File: src/rtl/stk_pkg.sv
package stk_pkg;
  typedef enum logic [1:0] {
    OP_PLAIN = 2'd0,
    OP_PUSH  = 2'd1,
    OP_POP   = 2'd2,
    OP_SPUSE = 2'd3
  } op_e;

  typedef enum logic [2:0] {
    U_PLAIN = 3'd0,
    U_PUSH  = 3'd1,
    U_POP   = 3'd2,
    U_SPUSE = 3'd3,
    U_SYNC  = 3'd4,
    U_ADJ   = 3'd5
  } uop_e;
endpackage

File: src/rtl/stk_fe.sv
module stk_fe
  import stk_pkg::*;
#(
  parameter int DELTA_W = 10,
  parameter int GEN_W   = 4,
  parameter int SLOT    = 8
) (
  input  logic                      clk,
  input  logic                      rst_n,
  input  logic                      flush,
  input  logic                      cfg_disable,
  input  logic                      cfg_serialize,
  input  logic                      in_valid,
  output logic                      in_ready,
  input  logic [1:0]                in_op,
  input  logic                      sync_ack,
  output logic                      u_valid,
  input  logic                      u_ready,
  output logic [2:0]                u_kind,
  output logic signed [DELTA_W-1:0] u_delta,
  output logic [GEN_W-1:0]          u_gen
);
  localparam int DMAX_I = (2 ** (DELTA_W - 1)) - 1;
  localparam int DMIN_I = -(2 ** (DELTA_W - 1));
  localparam logic signed [DELTA_W:0]   HI     = DMAX_I[DELTA_W:0];
  localparam logic signed [DELTA_W:0]   LO     = DMIN_I[DELTA_W:0];
  localparam logic signed [DELTA_W:0]   STEP   = SLOT[DELTA_W:0];
  localparam logic signed [DELTA_W-1:0] STEP_P = SLOT[DELTA_W-1:0];
  localparam logic signed [DELTA_W-1:0] STEP_N = -STEP_P;

  logic signed [DELTA_W-1:0] delta_q;
  logic                      phase_q;
  logic                      wait_q;
  logic [GEN_W-1:0]          gen_q;

  logic signed [DELTA_W:0] ext, nxt_push, nxt_pop;
  logic need_sync, consume, fire;
  op_e  op;

  assign op       = op_e'(in_op);
  assign ext      = {delta_q[DELTA_W-1], delta_q};
  assign nxt_push = ext - STEP;
  assign nxt_pop  = ext + STEP;

  always_comb begin
    need_sync = 1'b0;
    if (delta_q != '0) begin
      unique case (op)
        OP_SPUSE: need_sync = 1'b1;
        OP_PUSH:  need_sync = cfg_disable || (nxt_push < LO);
        OP_POP:   need_sync = cfg_disable || (nxt_pop > HI);
        default:  need_sync = 1'b0;
      endcase
    end
  end

  always_comb begin
    u_kind  = U_PLAIN;
    u_delta = delta_q;
    consume = 1'b0;
    if (need_sync) begin
      u_kind = U_SYNC;
    end else begin
      unique case (op)
        OP_PLAIN: consume = 1'b1;
        OP_SPUSE: begin
          u_kind  = U_SPUSE;
          u_delta = '0;
          consume = 1'b1;
        end
        OP_PUSH: begin
          if (cfg_disable && !phase_q) begin
            u_kind  = U_ADJ;
            u_delta = STEP_N;
          end else begin
            u_kind  = U_PUSH;
            u_delta = cfg_disable ? '0 : nxt_push[DELTA_W-1:0];
            consume = 1'b1;
          end
        end
        default: begin
          if (cfg_disable && phase_q) begin
            u_kind  = U_ADJ;
            u_delta = STEP_P;
            consume = 1'b1;
          end else begin
            u_kind  = U_POP;
            u_delta = cfg_disable ? '0 : delta_q;
            consume = !cfg_disable;
          end
        end
      endcase
    end
  end

  assign u_valid  = in_valid && !wait_q && !flush;
  assign in_ready = !wait_q && !flush && consume && u_ready;
  assign u_gen    = gen_q;
  assign fire     = u_valid && u_ready;

  always_ff @(posedge clk) begin
    if (!rst_n) begin
      delta_q <= '0;
      phase_q <= 1'b0;
      wait_q  <= 1'b0;
      gen_q   <= '0;
    end else if (flush) begin
      delta_q <= '0;
      phase_q <= 1'b0;
      wait_q  <= 1'b0;
    end else begin
      if (sync_ack) wait_q <= 1'b0;
      if (fire) begin
        unique case (uop_e'(u_kind))
          U_SYNC: begin
            delta_q <= '0;
            gen_q   <= gen_q + 1'b1;
            if (cfg_serialize) wait_q <= 1'b1;
          end
          U_ADJ: begin
            gen_q   <= gen_q + 1'b1;
            phase_q <= !phase_q;
          end
          U_PUSH: begin
            if (cfg_disable) phase_q <= 1'b0;
            else delta_q <= nxt_push[DELTA_W-1:0];
          end
          U_POP: begin
            if (cfg_disable) phase_q <= 1'b1;
            else delta_q <= nxt_pop[DELTA_W-1:0];
          end
          default: ;
        endcase
      end
    end
  end

  AST_SYNC_ZEROES: assert property (@(posedge clk) disable iff (!rst_n)
    fire && u_kind == U_SYNC |=> delta_q == '0);
  AST_OFF_STAYS_ZERO: assert property (@(posedge clk) disable iff (!rst_n)
    cfg_disable && delta_q == '0 |=> delta_q == '0);
  AST_SERIAL_HOLD: assert property (@(posedge clk) disable iff (!rst_n)
    fire && u_kind == U_SYNC && cfg_serialize && !flush |=> !in_ready);
  AST_FLUSH_CLEARS: assert property (@(posedge clk) disable iff (!rst_n)
    flush |=> delta_q == '0);
endmodule

File: src/rtl/stk_be.sv
module stk_be
  import stk_pkg::*;
#(
  parameter int          ADDR_W   = 32,
  parameter int          DELTA_W  = 10,
  parameter int          GEN_W    = 4,
  parameter logic [ADDR_W-1:0] SP_RESET = 32'h0001_0000
) (
  input  logic                      clk,
  input  logic                      rst_n,
  input  logic                      u_valid,
  output logic                      u_ready,
  input  logic [2:0]                u_kind,
  input  logic signed [DELTA_W-1:0] u_delta,
  input  logic [GEN_W-1:0]          u_gen,
  output logic                      sync_ack,
  output logic                      out_valid,
  input  logic                      out_ready,
  output logic [2:0]                out_kind,
  output logic [ADDR_W-1:0]         out_addr,
  output logic [GEN_W-1:0]          out_gen
);
  localparam int PAD = ADDR_W - DELTA_W;

  logic [ADDR_W-1:0] base_q, sum;
  logic [GEN_W-1:0]  gen_q;
  logic              acc, is_upd;

  assign u_ready = !out_valid || out_ready;
  assign acc     = u_valid && u_ready;
  assign sum     = base_q + {{PAD{u_delta[DELTA_W-1]}}, u_delta};
  assign is_upd  = (u_kind == U_SYNC) || (u_kind == U_ADJ);

  always_ff @(posedge clk) begin
    if (!rst_n) begin
      base_q    <= SP_RESET;
      gen_q     <= '0;
      sync_ack  <= 1'b0;
      out_valid <= 1'b0;
      out_kind  <= '0;
      out_addr  <= '0;
      out_gen   <= '0;
    end else begin
      sync_ack <= acc && (u_kind == U_SYNC);
      if (acc) begin
        out_valid <= 1'b1;
        out_kind  <= u_kind;
        out_addr  <= sum;
        out_gen   <= is_upd ? gen_q + 1'b1 : gen_q;
        if (is_upd) begin
          base_q <= sum;
          gen_q  <= gen_q + 1'b1;
        end
      end else if (out_ready) begin
        out_valid <= 1'b0;
      end
    end
  end

  AST_GEN_MATCH: assert property (@(posedge clk) disable iff (!rst_n)
    acc |-> u_gen == gen_q);
  AST_OUT_HOLD: assert property (@(posedge clk) disable iff (!rst_n)
    out_valid && !out_ready |=> out_valid && $stable(out_addr) && $stable(out_kind) && $stable(out_gen));
endmodule

File: src/rtl/stack_delta_tracker.sv
module stack_delta_tracker #(
  parameter int          ADDR_W   = 32,
  parameter int          DELTA_W  = 10,
  parameter int          GEN_W    = 4,
  parameter int          SLOT     = 8,
  parameter logic [ADDR_W-1:0] SP_RESET = 32'h0001_0000
) (
  input  logic              clk,
  input  logic              rst_n,
  input  logic              flush,
  input  logic              cfg_disable,
  input  logic              cfg_serialize,
  input  logic              in_valid,
  output logic              in_ready,
  input  logic [1:0]        in_op,
  output logic              out_valid,
  input  logic              out_ready,
  output logic [2:0]        out_kind,
  output logic [ADDR_W-1:0] out_addr,
  output logic [GEN_W-1:0]  out_gen
);
  logic                      u_valid, u_ready, sync_ack;
  logic [2:0]                u_kind;
  logic signed [DELTA_W-1:0] u_delta;
  logic [GEN_W-1:0]          u_gen;

  stk_fe #(.DELTA_W(DELTA_W), .GEN_W(GEN_W), .SLOT(SLOT)) u_fe (
    .clk(clk), .rst_n(rst_n), .flush(flush),
    .cfg_disable(cfg_disable), .cfg_serialize(cfg_serialize),
    .in_valid(in_valid), .in_ready(in_ready), .in_op(in_op),
    .sync_ack(sync_ack),
    .u_valid(u_valid), .u_ready(u_ready), .u_kind(u_kind),
    .u_delta(u_delta), .u_gen(u_gen)
  );

  stk_be #(.ADDR_W(ADDR_W), .DELTA_W(DELTA_W), .GEN_W(GEN_W), .SP_RESET(SP_RESET)) u_be (
    .clk(clk), .rst_n(rst_n),
    .u_valid(u_valid), .u_ready(u_ready), .u_kind(u_kind),
    .u_delta(u_delta), .u_gen(u_gen), .sync_ack(sync_ack),
    .out_valid(out_valid), .out_ready(out_ready), .out_kind(out_kind),
    .out_addr(out_addr), .out_gen(out_gen)
  );
endmodule

File: config.mk
export PLATFORM = sky130hd
export DESIGN_NAME = stack_delta_tracker
export DESIGN_NICKNAME = d
export VERILOG_FILES = /design/src/rtl/stk_pkg.sv /design/src/rtl/stk_fe.sv /design/src/rtl/stk_be.sv /design/src/rtl/stack_delta_tracker.sv
export SDC_FILE = /design/constraint.sdc
export NUM_CORES = 1
export LEC_CHECK = 0
export BUFFER_PORTS_ARGS = -buffer_cell sky130_fd_sc_hd__buf_4
export CAP_MARGIN = 20
export CORE_UTILIZATION = 40
export DETAILED_ROUTE_END_ITERATION = 8
export SLEW_MARGIN = 20
export SYNTH_ARGS = -nofsm -noshare
export SYNTH_HDL_FRONTEND = slang
export SYNTH_SLANG_ARGS = --single-unit
File: constraint.sdc
create_clock -name clk -period 11.5 [get_ports clk]
set_input_delay 0.575 -clock clk [delete_from_list [all_inputs] [get_ports clk]]
set_output_delay 0.575 -clock clk [all_outputs]
set_load 0.005 [all_outputs]
==> metrics.sh <==
RUN_STATUS='complete, no violations'
CTS_ROOT_BUF='sky130_fd_sc_hd__clkbuf_16'
TIMING.CRITICAL_PATH.FANOUT_MAX=10
POST_PLACE_INSTANCE_AREA_UM2=5360
FINAL-INSTANCE-COUNT-EXCL-FILL=811
PLACE_WORST_SETUP_SLACK_PS=6290
MOST-COMMON-LAYOUT-CELLS='sky130_fd_sc_hd__nand2_1, sky130_fd_sc_hd__dfxtp_1, sky130_fd_sc_hd__a21oi_1'
REPORT.POWER.TOTAL_mW=0.638
CTS_BUFFERS=9
CRIT_PATH_TOP_DELAY_CELL='sky130_fd_sc_hd__o31ai_1'
FIRST_PASS_ITERATION_COUNT_OF_THE_DETAILED_ROUTER=5
GRT.TOTAL_USAGE_PCT=21.0
NUMBER_OF_ANTENNA_VIOLATIONS_AT_THE_FIRST_CHECK_IN_GLOBAL_ROUTING=0
MIN_PERIOD_OVER_PERIOD_PCT=44.3
FP.DIEH_UM=113
DP.CELLS=795
PLACE_HPWL_UM=8920
FIN_WORST_HOLD_SLACK_PS=452
SYNTHESIS.AREA_PER_INSTANCE_UM2=7.87
LEAKAGE_nW=2.45
POST-ROUTE-WORST-SETUP-SLACK_PS=6410
VIAS_PER_CELL=5.75
PLACEMENTROWS=40
FIRST_PASS_GRT_WIRE_LENGTH_UM=21600
WORST_SLEW_MARGIN_REL_PCT=58.2
CTS_TREE='yes'
CRITICAL_PATH_REQUIRED_PS=11730
SYNTH.CELL_AREA_UM2=4950
WORST_SKEW_PAIR.LATE_LATENCY_PS=350
TIMING.FINAL.SETUP_VIOLATIONS=0
TIMING.FINAL.MAX_SLEW_VIOLATIONS=0
FLOORPLAN.IO_PINS=50
CPMOSTUSEDCELL='sky130_fd_sc_hd__ha_1'
CRIT_CHAIN='inv_1, ha_1, nor3b_1, nand4b_1, a41oi_2, nand2_1, nand2b_1, a22o_1, ha_1, a211oi_1, nor2_1, o31ai_1, o32ai_1, a21o_1, a21boi_0, nor4_1, a311o_1'
POWER.IR.VDD_WORST_mV=0.0684
CTS.HTREE.LEVELS=3
ANTENNA-DIODE-COUNT=0
CTS.HOLD.BUFFERS_ADDED=0
TRITONCTS_NUM_SINKS=76
EDFF_COUNT_SYNTH=0
CORE_UM2=12000
SYNTH_CELL_TYPES=70
CRIT_PATH_START_KIND='flip-flop'
GLOBALROUTEOVERFLOWTOTAL=0
PORT-BUFFER-COUNT=46
CRITICAL_PATH.MAX_STAGE_DELAY_PS=530
CLOCKBUFFERDEPTH=2
POST-CTS-SETUP-BUFFERS=0
MIN-DELAY-PATH-CLASS='flip-flop to flip-flop'
CTS.REPAIR.RESIZED=0
REMAINING_DRC_ERRORS=0
GP_ROUTABILITY_CONGESTION=0.920
TIMING_WORST_SLEW_PIN_VALUE_PS=621
MAX_FREQ_MHz=196
HOLD_VIOLATIONS=0
POSTLAYOUTCOREUTIL_PCT=47.2
PWR_DENSITY_CELL_nW_PER_UM2=113
SYNTH_ASYNC_SR_FLOP_SHARE_PCT=0
LAYOUT.NETS=708
DRT_ITER0_DRC=220
STDCELL_AREA_UM2=5670
INITIAL_UTILIZATION_PCT=41.2
YOSYS_REGISTER_BITS=76
VIA_COUNT_OF_THE_FIRST_GLOBAL_ROUTING_PASS=4380
DIE_X_UM=113
TIMING.CRITICAL_PATH.ARRIVAL_PS=5320
VIAS=4663
CLK_TRANSITION_REPORTED_PATHS_PS=60
FIN_SETUP_TNS_PS=0
DRIVE_ABOVE_1_SHARE_PCT=12.7
CRITPATHKIND='flip-flop to flip-flop'
SYN_INST=629
SKEW_PS=7.90
DRV.MAX_CAP_VIOLATION_COUNT=0
FINAL.MIN_CLOCK_PERIOD_PS=5090
SYNTH.YOSYS.SEQ_AREA_SHARE_PCT=30.7
ROUTE.DETAILED.WL_PER_INST_UM=15.9
POSTROUTEWIRELENGTH_UM=12900
ROUTE.ANTENNA.REMAINING_NETS=0
FLOORPLAN.DIE_AREA_UM2=12800
AREA_GROWTH_PCT=14.5
COMMONEST_REGISTER_CELL_AFTER_SYNTHESIS='sky130_fd_sc_hd__dfxtp_1'
MAXIMUM_NUMBER_OF_PINS_ON_ONE_NET_BEFORE_GLOBAL_ROUTE_REPAIR=45
CRITPATHCAPTURETYPE='flip-flop'
RSZ0062_AT_GRT='false'
YOSYS_WARNINGS=0
cells by family after synthesis:
| family | count (synthesis) | synth area share [%] |
|---|---|---|
| and+or+nand+nor | 231 | 23.1 |
| AOI/OAI and AO/OA | 209 | 27.2 |
| DFF | 76 | 30.7 |
| buffers and inverters | 48 | 4.35 |
| adders and majority gates | 40 | 10.3 |
| xor gates and xnor gates | 20 | 3.54 |
| muxes | 4 | 0.809 |
| other | 1 | 0.0758 |
layout make-up:
type                       count  area (um2)
clock buffer                  12         256
clock inverter                 4        47.5
fill                        1219        6340
inverter                      14        52.6
multi-input combinational    507        3220
sequential                    76        1520
tap                          147         184
timing repair buffer          51         383
report_power, final:
| part | total, mW | internal, mW | switching [mW] |
|---|---|---|---|
| Combinational | 0.0759 | 0.0286 | 0.0473 |
| Clock | 0.290 | 0.179 | 0.111 |
| Sequential | 0.272 | 0.269 | 0.00323 |
| Total | 0.638 | 0.476 | 0.162 |
layer usage:
metal	wire length (um)	vias up	track usage [%]
li1	-	2362	-
met1	6240	2160	27.7
met2	5800	115	33.7
met3	555	26	3.37
met4	324	0	9.82
met5	0	-	0
worst max-delay path: cells and delay by family, from the launching register on:
| kind | cells | cell delay [ps] |
|---|---|---|
| compound gates | 8 | 2530 |
| fa+ha+maj | 2 | 490 |
| buf+inv | 1 | 140 |
| flops | 1 | 400 |
| simple gates | 6 | 1400 |
cell usage after synthesis (3+ instances only):
library cell | number | area share (%)
sky130_fd_sc_hd__or2_2 | 3 | 0.38
sky130_fd_sc_hd__dfxtp_1 | 76 | 31
sky130_fd_sc_hd__ha_1 | 39 | 9.9
sky130_fd_sc_hd__o21ai_0 | 42 | 4.2
sky130_fd_sc_hd__buf_2 | 4 | 0.40
sky130_fd_sc_hd__and3_1 | 7 | 0.88
sky130_fd_sc_hd__inv_1 | 13 | 0.99
sky130_fd_sc_hd__buf_4 | 4 | 0.61
sky130_fd_sc_hd__nand2b_1 | 7 | 0.88
sky130_fd_sc_hd__nand2_1 | 76 | 5.8
sky130_fd_sc_hd__and4_1 | 3 | 0.53
sky130_fd_sc_hd__a21o_1 | 17 | 2.6
sky130_fd_sc_hd__nand3_1 | 32 | 3.2
sky130_fd_sc_hd__o221a_2 | 3 | 0.68
sky130_fd_sc_hd__and2_1 | 11 | 1.4
sky130_fd_sc_hd__a31oi_1 | 4 | 0.51
sky130_fd_sc_hd__xnor2_1 | 10 | 1.8
sky130_fd_sc_hd__mux2i_1 | 4 | 0.81
sky130_fd_sc_hd__a221oi_1 | 3 | 0.53
sky130_fd_sc_hd__a311oi_1 | 4 | 0.71
sky130_fd_sc_hd__o22ai_1 | 5 | 0.63
sky130_fd_sc_hd__nor2_1 | 45 | 3.4
sky130_fd_sc_hd__clkbuf_1 | 21 | 1.6
sky130_fd_sc_hd__or3_1 | 8 | 1.0
sky130_fd_sc_hd__a22oi_1 | 5 | 0.76
sky130_fd_sc_hd__o211ai_1 | 9 | 1.4
sky130_fd_sc_hd__a211oi_1 | 12 | 1.8
sky130_fd_sc_hd__buf_1 | 3 | 0.23
sky130_fd_sc_hd__nand4b_1 | 4 | 0.71
sky130_fd_sc_hd__a311o_1 | 3 | 0.61
sky130_fd_sc_hd__o21bai_1 | 3 | 0.46
sky130_fd_sc_hd__nor3_1 | 11 | 1.1
sky130_fd_sc_hd__a21oi_1 | 69 | 7.0
sky130_fd_sc_hd__nor2b_1 | 4 | 0.51
sky130_fd_sc_hd__nor4_1 | 5 | 0.63
sky130_fd_sc_hd__o21a_1 | 7 | 1.1
sky130_fd_sc_hd__xor2_1 | 10 | 1.8
sky130_fd_sc_hd__nand4_1 | 4 | 0.51
final timing paths:
check | from | to | slack [ps] | cells past startpoint
worst max register to register | u_fe.delta_q[4] | u_be.base_q[20] | 6410 | 17
worst max-delay path | u_fe.delta_q[4] | u_be.base_q[20] | 6410 | 17
worst min register to register | u_be.out_addr[4] | u_be.out_addr[4] | 450 | 2
worst min-delay path | u_be.out_addr[4] | u_be.out_addr[4] | 450 | 2
registers in the layout (all words and copies together) (netlist names):
signal / cells
u_be.gen_q: 4
u_be.out_addr: 29
u_be.base_q: 29
u_be.out_valid: 1
u_be.sync_ack: 1
u_be.out_kind: 3
u_fe.delta_q: 7
u_fe.wait_q: 1
u_fe.phase_q: 1
Power figures use the tool's default switching activity.
